==> config.mk <==
export PLATFORM = sky130hd
export DESIGN_NAME = radio_cfg_seq
export DESIGN_NICKNAME = d
export VERILOG_FILES = /design/src/rtl/radio_cfg_pkg.sv /design/src/rtl/cfg_rom.sv /design/src/rtl/sclk_tick_gen.sv /design/src/rtl/spi_word_xfer.sv /design/src/rtl/radio_cfg_seq.sv
export SDC_FILE = /design/constraint.sdc
export NUM_CORES = 1
export LEC_CHECK = 0
export BUFFER_PORTS_ARGS = -buffer_cell sky130_fd_sc_hd__buf_4
export CORE_MARGIN = 4
export CORE_UTILIZATION = 40
export DETAILED_ROUTE_END_ITERATION = 6
export PLACE_DENSITY_LB_ADDON = 0.08
export SKIP_CTS_REPAIR_TIMING = 1
export SYNTH_ARGS = -nofsm -noshare
export SYNTH_HDL_FRONTEND = slang
export SYNTH_SLANG_ARGS = --single-unit
==> constraint.sdc <==
create_clock -name clk -period 5.1 [get_ports clk]
set_input_delay 0.765 -clock clk [delete_from_list [all_inputs] [get_ports clk]]
set_output_delay 0.765 -clock clk [all_outputs]
set_load 0.05 [all_outputs]
==> src/rtl/radio_cfg_pkg.sv <==
package radio_cfg_pkg;

    localparam int ENTRY_W = 24;
    localparam int STAT_W  = 8;

    typedef enum logic [2:0] {
        X_IDLE, X_LEAD, X_HIGH, X_LOW, X_TAIL, X_GAP
    } xfer_state_e;

    typedef enum logic [1:0] {
        S_IDLE, S_WAIT
    } seq_state_e;

    // Setting k: address/command byte 8'h20+k, register value 16'hB400 + k*16'h0111
    function automatic logic [ENTRY_W-1:0] cfg_entry(input int unsigned k);
        logic [7:0]  a;
        logic [15:0] v;
        a = 8'(32'h20 + k);
        v = 16'(32'hB400 + k * 32'h0111);
        return {a, v};
    endfunction

endpackage

==> src/rtl/cfg_rom.sv <==
module cfg_rom
    import radio_cfg_pkg::*;
#(
    parameter int DEPTH = 8,
    localparam int IDX_W = (DEPTH > 1) ? $clog2(DEPTH) : 1
) (
    input  logic [IDX_W-1:0]   idx_i,
    output logic [ENTRY_W-1:0] entry_o
);

    logic [ENTRY_W-1:0] table_w [DEPTH];

    for (genvar g = 0; g < DEPTH; g++) begin : g_entry
        assign table_w[g] = cfg_entry(g);
    end

    always_comb begin
        entry_o = '0;
        for (int i = 0; i < DEPTH; i++) begin
            if (idx_i == IDX_W'(i)) entry_o = table_w[i];
        end
    end

endmodule

==> src/rtl/sclk_tick_gen.sv <==
module sclk_tick_gen #(
    parameter int HALF_DIV = 5,
    localparam int CW = (HALF_DIV > 1) ? $clog2(HALF_DIV) : 1
) (
    input  logic clk,
    input  logic rst_n,
    input  logic run_i,
    output logic tick_o
);

    typedef struct packed {
        logic [CW-1:0] cnt;
    } tick_reg_t;

    tick_reg_t tr_d, tr_q;

    always_comb begin
        tr_d   = tr_q;
        tick_o = run_i && (tr_q.cnt == CW'(HALF_DIV - 1));
        if (!run_i || tick_o) tr_d.cnt = '0;
        else                  tr_d.cnt = tr_q.cnt + 1'b1;
    end

    always_ff @(posedge clk or negedge rst_n) begin
        if (!rst_n) tr_q <= '0;
        else        tr_q <= tr_d;
    end

    // Counter never passes the terminal half-period value
    cnt_range_chk: assert property (@(posedge clk) disable iff (!rst_n)
        tr_q.cnt <= CW'(HALF_DIV - 1));

endmodule

==> src/rtl/spi_word_xfer.sv <==
module spi_word_xfer
    import radio_cfg_pkg::*;
#(
    parameter int W         = ENTRY_W,
    parameter int SW        = STAT_W,
    parameter int GAP_TICKS = 2,
    localparam int BC_W = $clog2(W),
    localparam int GC_W = (GAP_TICKS > 1) ? $clog2(GAP_TICKS) : 1
) (
    input  logic          clk,
    input  logic          rst_n,
    input  logic          go_i,
    input  logic [W-1:0]  word_i,
    input  logic          tick_i,
    output logic          run_o,
    output logic          idle_o,
    output logic          done_o,
    output logic [SW-1:0] rx_head_o,
    output logic          sel_n_o,
    output logic          sclk_o,
    output logic          dout_o,
    input  logic          din_i
);

    typedef struct packed {
        xfer_state_e     state;
        logic [W-1:0]    sh;
        logic [W-1:0]    rx;
        logic [BC_W-1:0] bitcnt;
        logic [GC_W-1:0] gapcnt;
        logic            sel_n;
        logic            sclk;
        logic            done;
    } xfer_reg_t;

    xfer_reg_t x_d, x_q;

    always_comb begin
        x_d      = x_q;
        x_d.done = 1'b0;
        unique case (x_q.state)
            X_IDLE: begin
                if (go_i) begin
                    x_d.sh     = word_i;
                    x_d.sel_n  = 1'b0;
                    x_d.sclk   = 1'b0;
                    x_d.bitcnt = '0;
                    x_d.state  = X_LEAD;
                end
            end
            X_LEAD, X_LOW: begin
                if (tick_i) begin
                    x_d.sclk  = 1'b1;
                    x_d.rx    = {x_q.rx[W-2:0], din_i};
                    x_d.state = X_HIGH;
                end
            end
            X_HIGH: begin
                if (tick_i) begin
                    x_d.sclk = 1'b0;
                    if (x_q.bitcnt == BC_W'(W - 1)) begin
                        x_d.state = X_TAIL;
                    end else begin
                        x_d.sh     = {x_q.sh[W-2:0], 1'b0};
                        x_d.bitcnt = x_q.bitcnt + 1'b1;
                        x_d.state  = X_LOW;
                    end
                end
            end
            X_TAIL: begin
                if (tick_i) begin
                    x_d.sel_n  = 1'b1;
                    x_d.gapcnt = '0;
                    x_d.state  = X_GAP;
                end
            end
            X_GAP: begin
                if (tick_i) begin
                    if (x_q.gapcnt == GC_W'(GAP_TICKS - 1)) begin
                        x_d.state = X_IDLE;
                        x_d.done  = 1'b1;
                    end else begin
                        x_d.gapcnt = x_q.gapcnt + 1'b1;
                    end
                end
            end
            default: x_d.state = X_IDLE;
        endcase
    end

    always_ff @(posedge clk or negedge rst_n) begin
        if (!rst_n) begin
            x_q.state  <= X_IDLE;
            x_q.sh     <= '0;
            x_q.rx     <= '0;
            x_q.bitcnt <= '0;
            x_q.gapcnt <= '0;
            x_q.sel_n  <= 1'b1;
            x_q.sclk   <= 1'b0;
            x_q.done   <= 1'b0;
        end else begin
            x_q <= x_d;
        end
    end

    assign run_o     = (x_q.state != X_IDLE);
    assign idle_o    = (x_q.state == X_IDLE);
    assign done_o    = x_q.done;
    assign rx_head_o = x_q.rx[W-1 -: SW];
    assign sel_n_o   = x_q.sel_n;
    assign sclk_o    = x_q.sclk;
    assign dout_o    = x_q.sh[W-1];


    sclk_idle_low_chk: assert property (@(posedge clk) disable iff (!rst_n)
        x_q.sel_n |-> !x_q.sclk);


    dout_hold_high_chk: assert property (@(posedge clk) disable iff (!rst_n)
        (x_q.sclk && $past(x_q.sclk)) |-> $stable(x_q.sh[W-1]));


    gap_sel_high_chk: assert property (@(posedge clk) disable iff (!rst_n)
        (x_q.state == X_GAP) |-> x_q.sel_n);

endmodule

==> src/rtl/radio_cfg_seq.sv <==
module radio_cfg_seq
    import radio_cfg_pkg::*;
#(
    parameter int N_ENTRIES = 8,
    parameter int HALF_DIV  = 5,
    localparam int IDX_W = (N_ENTRIES > 1) ? $clog2(N_ENTRIES) : 1
) (
    input  logic              clk,
    input  logic              rst_n,
    input  logic              cfg_start_i,
    output logic              cfg_done_o,
    output logic [STAT_W-1:0] radio_status_o,
    output logic              bus_sel_n_o,
    output logic              bus_clk_o,
    output logic              bus_dout_o,
    input  logic              bus_din_i
);

    typedef struct packed {
        seq_state_e        state;
        logic [IDX_W-1:0]  idx;
        logic              go;
        logic              done;
        logic [STAT_W-1:0] status;
    } seq_reg_t;

    seq_reg_t s_d, s_q;

    logic [ENTRY_W-1:0] entry_w;
    logic               tick_w;
    logic               run_w;
    logic               xidle_w;
    logic               xdone_w;
    logic [STAT_W-1:0]  head_w;

    cfg_rom #(.DEPTH(N_ENTRIES)) u_rom (
        .idx_i  (s_q.idx),
        .entry_o(entry_w)
    );

    sclk_tick_gen #(.HALF_DIV(HALF_DIV)) u_tick (
        .clk   (clk),
        .rst_n (rst_n),
        .run_i (run_w),
        .tick_o(tick_w)
    );

    spi_word_xfer #(.W(ENTRY_W), .SW(STAT_W), .GAP_TICKS(2)) u_xfer (
        .clk      (clk),
        .rst_n    (rst_n),
        .go_i     (s_q.go),
        .word_i   (entry_w),
        .tick_i   (tick_w),
        .run_o    (run_w),
        .idle_o   (xidle_w),
        .done_o   (xdone_w),
        .rx_head_o(head_w),
        .sel_n_o  (bus_sel_n_o),
        .sclk_o   (bus_clk_o),
        .dout_o   (bus_dout_o),
        .din_i    (bus_din_i)
    );

    always_comb begin
        s_d      = s_q;
        s_d.go   = 1'b0;
        s_d.done = 1'b0;
        unique case (s_q.state)
            S_IDLE: begin
                if (cfg_start_i) begin
                    s_d.idx   = '0;
                    s_d.go    = 1'b1;
                    s_d.state = S_WAIT;
                end
            end
            S_WAIT: begin
                if (xdone_w) begin
                    s_d.status = head_w;
                    if (s_q.idx == IDX_W'(N_ENTRIES - 1)) begin
                        s_d.done  = 1'b1;
                        s_d.state = S_IDLE;
                    end else begin
                        s_d.idx = s_q.idx + 1'b1;
                        s_d.go  = 1'b1;
                    end
                end
            end
            default: s_d.state = S_IDLE;
        endcase
    end

    always_ff @(posedge clk or negedge rst_n) begin
        if (!rst_n) begin
            s_q.state  <= S_IDLE;
            s_q.idx    <= '0;
            s_q.go     <= 1'b0;
            s_q.done   <= 1'b0;
            s_q.status <= '0;
        end else begin
            s_q <= s_d;
        end
    end

    assign cfg_done_o     = s_q.done;
    assign radio_status_o = s_q.status;


    done_single_chk: assert property (@(posedge clk) disable iff (!rst_n)
        s_q.done |=> !s_q.done);


    done_bus_quiet_chk: assert property (@(posedge clk) disable iff (!rst_n)
        s_q.done |-> (bus_sel_n_o && xidle_w));


    go_when_idle_chk: assert property (@(posedge clk) disable iff (!rst_n)
        s_q.go |-> xidle_w);


    status_hold_chk: assert property (@(posedge clk) disable iff (!rst_n)
        !xdone_w |=> $stable(s_q.status));

endmodule

==> flow_summary_export.csv <==
group,metric,value,unit
setup_path,crit_buf_inv,0,
global_routing,grt_pass1_vias,2124,
min_path,hp-class,"reg2reg",
synthesis,async_flop_share,100,%
outcome,status,"finished, final reports clean",
cts,ctsLongestPathBuffers,2,
setup_path,ff2ff_path_depth,3,
floorplan,rows,33,
global_routing,gr-total-overflow,0,
global_routing,grt_max_degree,78,
timing,slew_headroom,31.5,%
synthesis,synth-seq-cells,77,
route,first_pass_iters,4,
setup_path,cpPeakStageDelay,1.02,ns
timing,drv_slew,0,
placement,placed_cells,387,
cts,h-tree-depth,3,
timing,max_freq,0.403,GHz
setup_path,crit_path_max_fanout,36,
timing,worst_pin_slew,1.03,ns
floorplan,die_h,101,microns
timing,hold_slack,0.479,ns
power,peakVddDrop,0.166,mV
floorplan,start_util,41.6,%
placement,hpwl,3740,microns
flow_run,drv_cap,0,
setup_path,crit_path_top_delay_cell,"dfrtp_1",
cts,cts_root_buf,"clkbuf_8",
placement,gp_congestion,0.751,
cts,numClockSinks,77,
setup_path,path_class,"reg2reg",
timing,post-route-min-period,2.48,ns
setup_path,cp_top_family,"flip-flops",
setup_path,cp_cell_sequence,"and3_4 -> o21a_1 -> mux2_2",
layout,area_growth,9.26,%
route,wl_per_cell,14.6,microns
setup_path,reg2reg_from,"u_xfer.x_q[58]$_DFFE_PN0P_",
route,drtIter0Drc,53,
cts,cts_tree,"yes",
layout,drive_above_1_share,25.8,%
route,remaining_drc_errors,0,
setup_path,critPathArrivalTime,2.70,ns
min_path,worstHoldStart,"u_tick.tr_q[0]$_DFF_PN0_",
synthesis,syn_nets,301,
setup_path,startpoint_type,"register",
synthesis,synth_area_per_cell,12.1,sq um
timing,rsz0062_at_grt,"false",
floorplan,io_pins,16,
min_path,whs_path_depth,1,
route,drt_wl_total,5870,microns
timing,fin_skew,0.0141,ns
layout,layoutNonFillerInstCount,403,
setup_path,cp.required,5.32,ns
cts,cts-buffers-inserted,9,
layout,diodes,0,
synthesis,synth_seq_area_share,55.5,%
timing,hold_viol,0,
min_path,min_delay_worst_endpoint,"u_tick.tr_q[0]$_DFF_PN0_",
placement,io_buffers,15,
setup_path,ff2ff_setup_slack,2.62,ns
global_routing,grt_pass1_wl,10300,microns
synthesis,synth-edff-count,0,
timing,tns,0,ns
route,vias_per_cell,5.12,
synthesis,ys.warnings.count,0,
setup_path,r2r_end,"u_xfer.x_q[43]$_DFFE_PN0P_",
power,p_per_area,291,mW/mm^2
synthesis,yosysUniqueCellTypes,50,
power,p_leak,0.00182,uW
synthesis,netlist_instances,288,
synthesis,ys.flop_type,"dfrtp_1",
route,ant_nets,0,
global_routing,grt_usage,12.7,%
cts,insertion_delay,0.34,ns
layout,nNetsFinal,306,
floorplan,die_width,101,microns
synthesis,netlist_area,0.00347,sq mm
setup_path,cp-end-kind,"register",
floorplan,die-area,0.0102,sq mm
timing,min_period_over_period,48.6,%
global_routing,antenna_found_initial,0,
cts,clk_pin_slew_worst_paths,0.07,ns
route,via_count,2062,
timing,finalSetupViolations,0,
floorplan,core,0.00834,sq mm
[worst max-delay path by stage]
stage	from	end	slack [ns]	cells past startpoint
2_1_floorplan	u_tick.tr_q[0]$_DFF_PN0_	u_xfer.rx_head_o[0]$_DFFE_PN0P_	3.37	7
3_3_place_gp	u_xfer.x_q[58]$_DFFE_PN0P_	u_xfer.x_q[43]$_DFFE_PN0P_	2.63	3
3_5_place_dp	u_xfer.x_q[58]$_DFFE_PN0P_	u_xfer.x_q[43]$_DFFE_PN0P_	2.62	3
4_1_cts	u_xfer.x_q[58]$_DFFE_PN0P_	u_xfer.x_q[43]$_DFFE_PN0P_	2.64	3
5_1_grt	u_xfer.x_q[58]$_DFFE_PN0P_	u_xfer.x_q[43]$_DFFE_PN0P_	2.43	3
6_report	u_xfer.x_q[58]$_DFFE_PN0P_	u_xfer.x_q[43]$_DFFE_PN0P_	2.62	3
[cells in the final DEF, fill, tap and decap left out, types with 5 or more instances in the layout]
cell type,Yosys,final
mux2_2,37,37
clkbuf_8,0,10
and3_1,9,9
o22a_1,8,8
nor2_1,17,17
a2bb2oi_1,5,5
ha_1,9,9
o21ai_0,14,14
nand4_1,10,10
buf_4,8,16
nand2_1,12,12
dfrtp_1,76,76
inv_1,18,18
[kinds of logic after synthesis]
logic type               share of synthesized area [%]
adder cells (fa/ha/maj)                           3.24
buffers and inverters                             5.69
multiplexers                                      12.3
flip-flops                                        55.5
AO/OA/AOI/OAI                                     11.3
AND/OR/NAND/NOR                                   12.0
[final cells by class]
class                      instances  area, sq um
sequential                        77         1930
tap                              105          131
inverter                          18         67.6
multi-input combinational        171         1350
timing repair buffer              16          120
clock buffer                      12          145
fill                             783         4550
clock inverter                     4         55.1
[cell usage after synthesis (2+ instances only)]
master     instances  area [sq um]
buf_4              8          60.1
o41ai_1            2          17.5
and3_1             9          56.3
dfrtp_1           76          1900
nor2b_1            2          12.5
nor3_1             3          15.0
a2bb2oi_1          5          43.8
inv_1             18          67.6
o31a_1             2          17.5
nand2b_1           2          12.5
nand4_1           10          62.6
and2_1             2          12.5
a21oi_1            3          15.0
o31ai_1            2          15.0
mux2_2            37           417
nor2_1            17          63.8
a22o_1             2          17.5
o21ai_0           14          70.1
a21oi_2            2          17.5
nand2_1           12          45.0
nand3_1            2          10.0
a221o_1            3          30.0
clkbuf_1           4          15.0
ha_1               9           113
nor3b_1            2          15.0
buf_2              8          40.0
o22a_1             8          70.1
o21a_1             2          15.0
[registers in the layout (all words and copies together), names as in the netlist]
signal and count:
s_q 5, u_xfer.dout_o 1, u_xfer.sel_n_o 1, u_xfer.done_o 1
cfg_done_o 1, radio_status_o 8, u_xfer.sclk_o 1, u_xfer.rx_head_o 8
u_tick.tr_q 3, u_xfer.x_q 48
[metrics by stage]
step | setup slack, ns | total power [uW] | area, sq um | utilization, %
final | 2.62 | 1100 | 3790 | 45.5
after global routing | 2.43 | 1150 | 3790 | 45.5
after CTS | 2.64 | 1120 | 3790 | 45.5
after detailed placement | 2.62 | 654 | 3590 | 43.1
after global placement | 2.63 | 654 | 3590 | 43.1
after floorplan | 3.37 | 638 | 3470 | -
[report_power, final]
group          leakage (uW)  internal (uW)  switching [uW]
Sequential         0.000966            614            2.71
Combinational      0.000761           6.41            17.3
Clock             0.0000972            243             220
Total               0.00182            863             240
[layer usage]
layer | GRT usage, % | up-vias | wire length (microns)
met4 | 4.91 | 0 | 68
met3 | 4.06 | 4 | 193
met5 | 0 | - | 0
met1 | 17.4 | 992 | 3030
li1 | - | 1032 | -
met2 | 18.9 | 34 | 2590
Power figures use the tool's default switching activity.
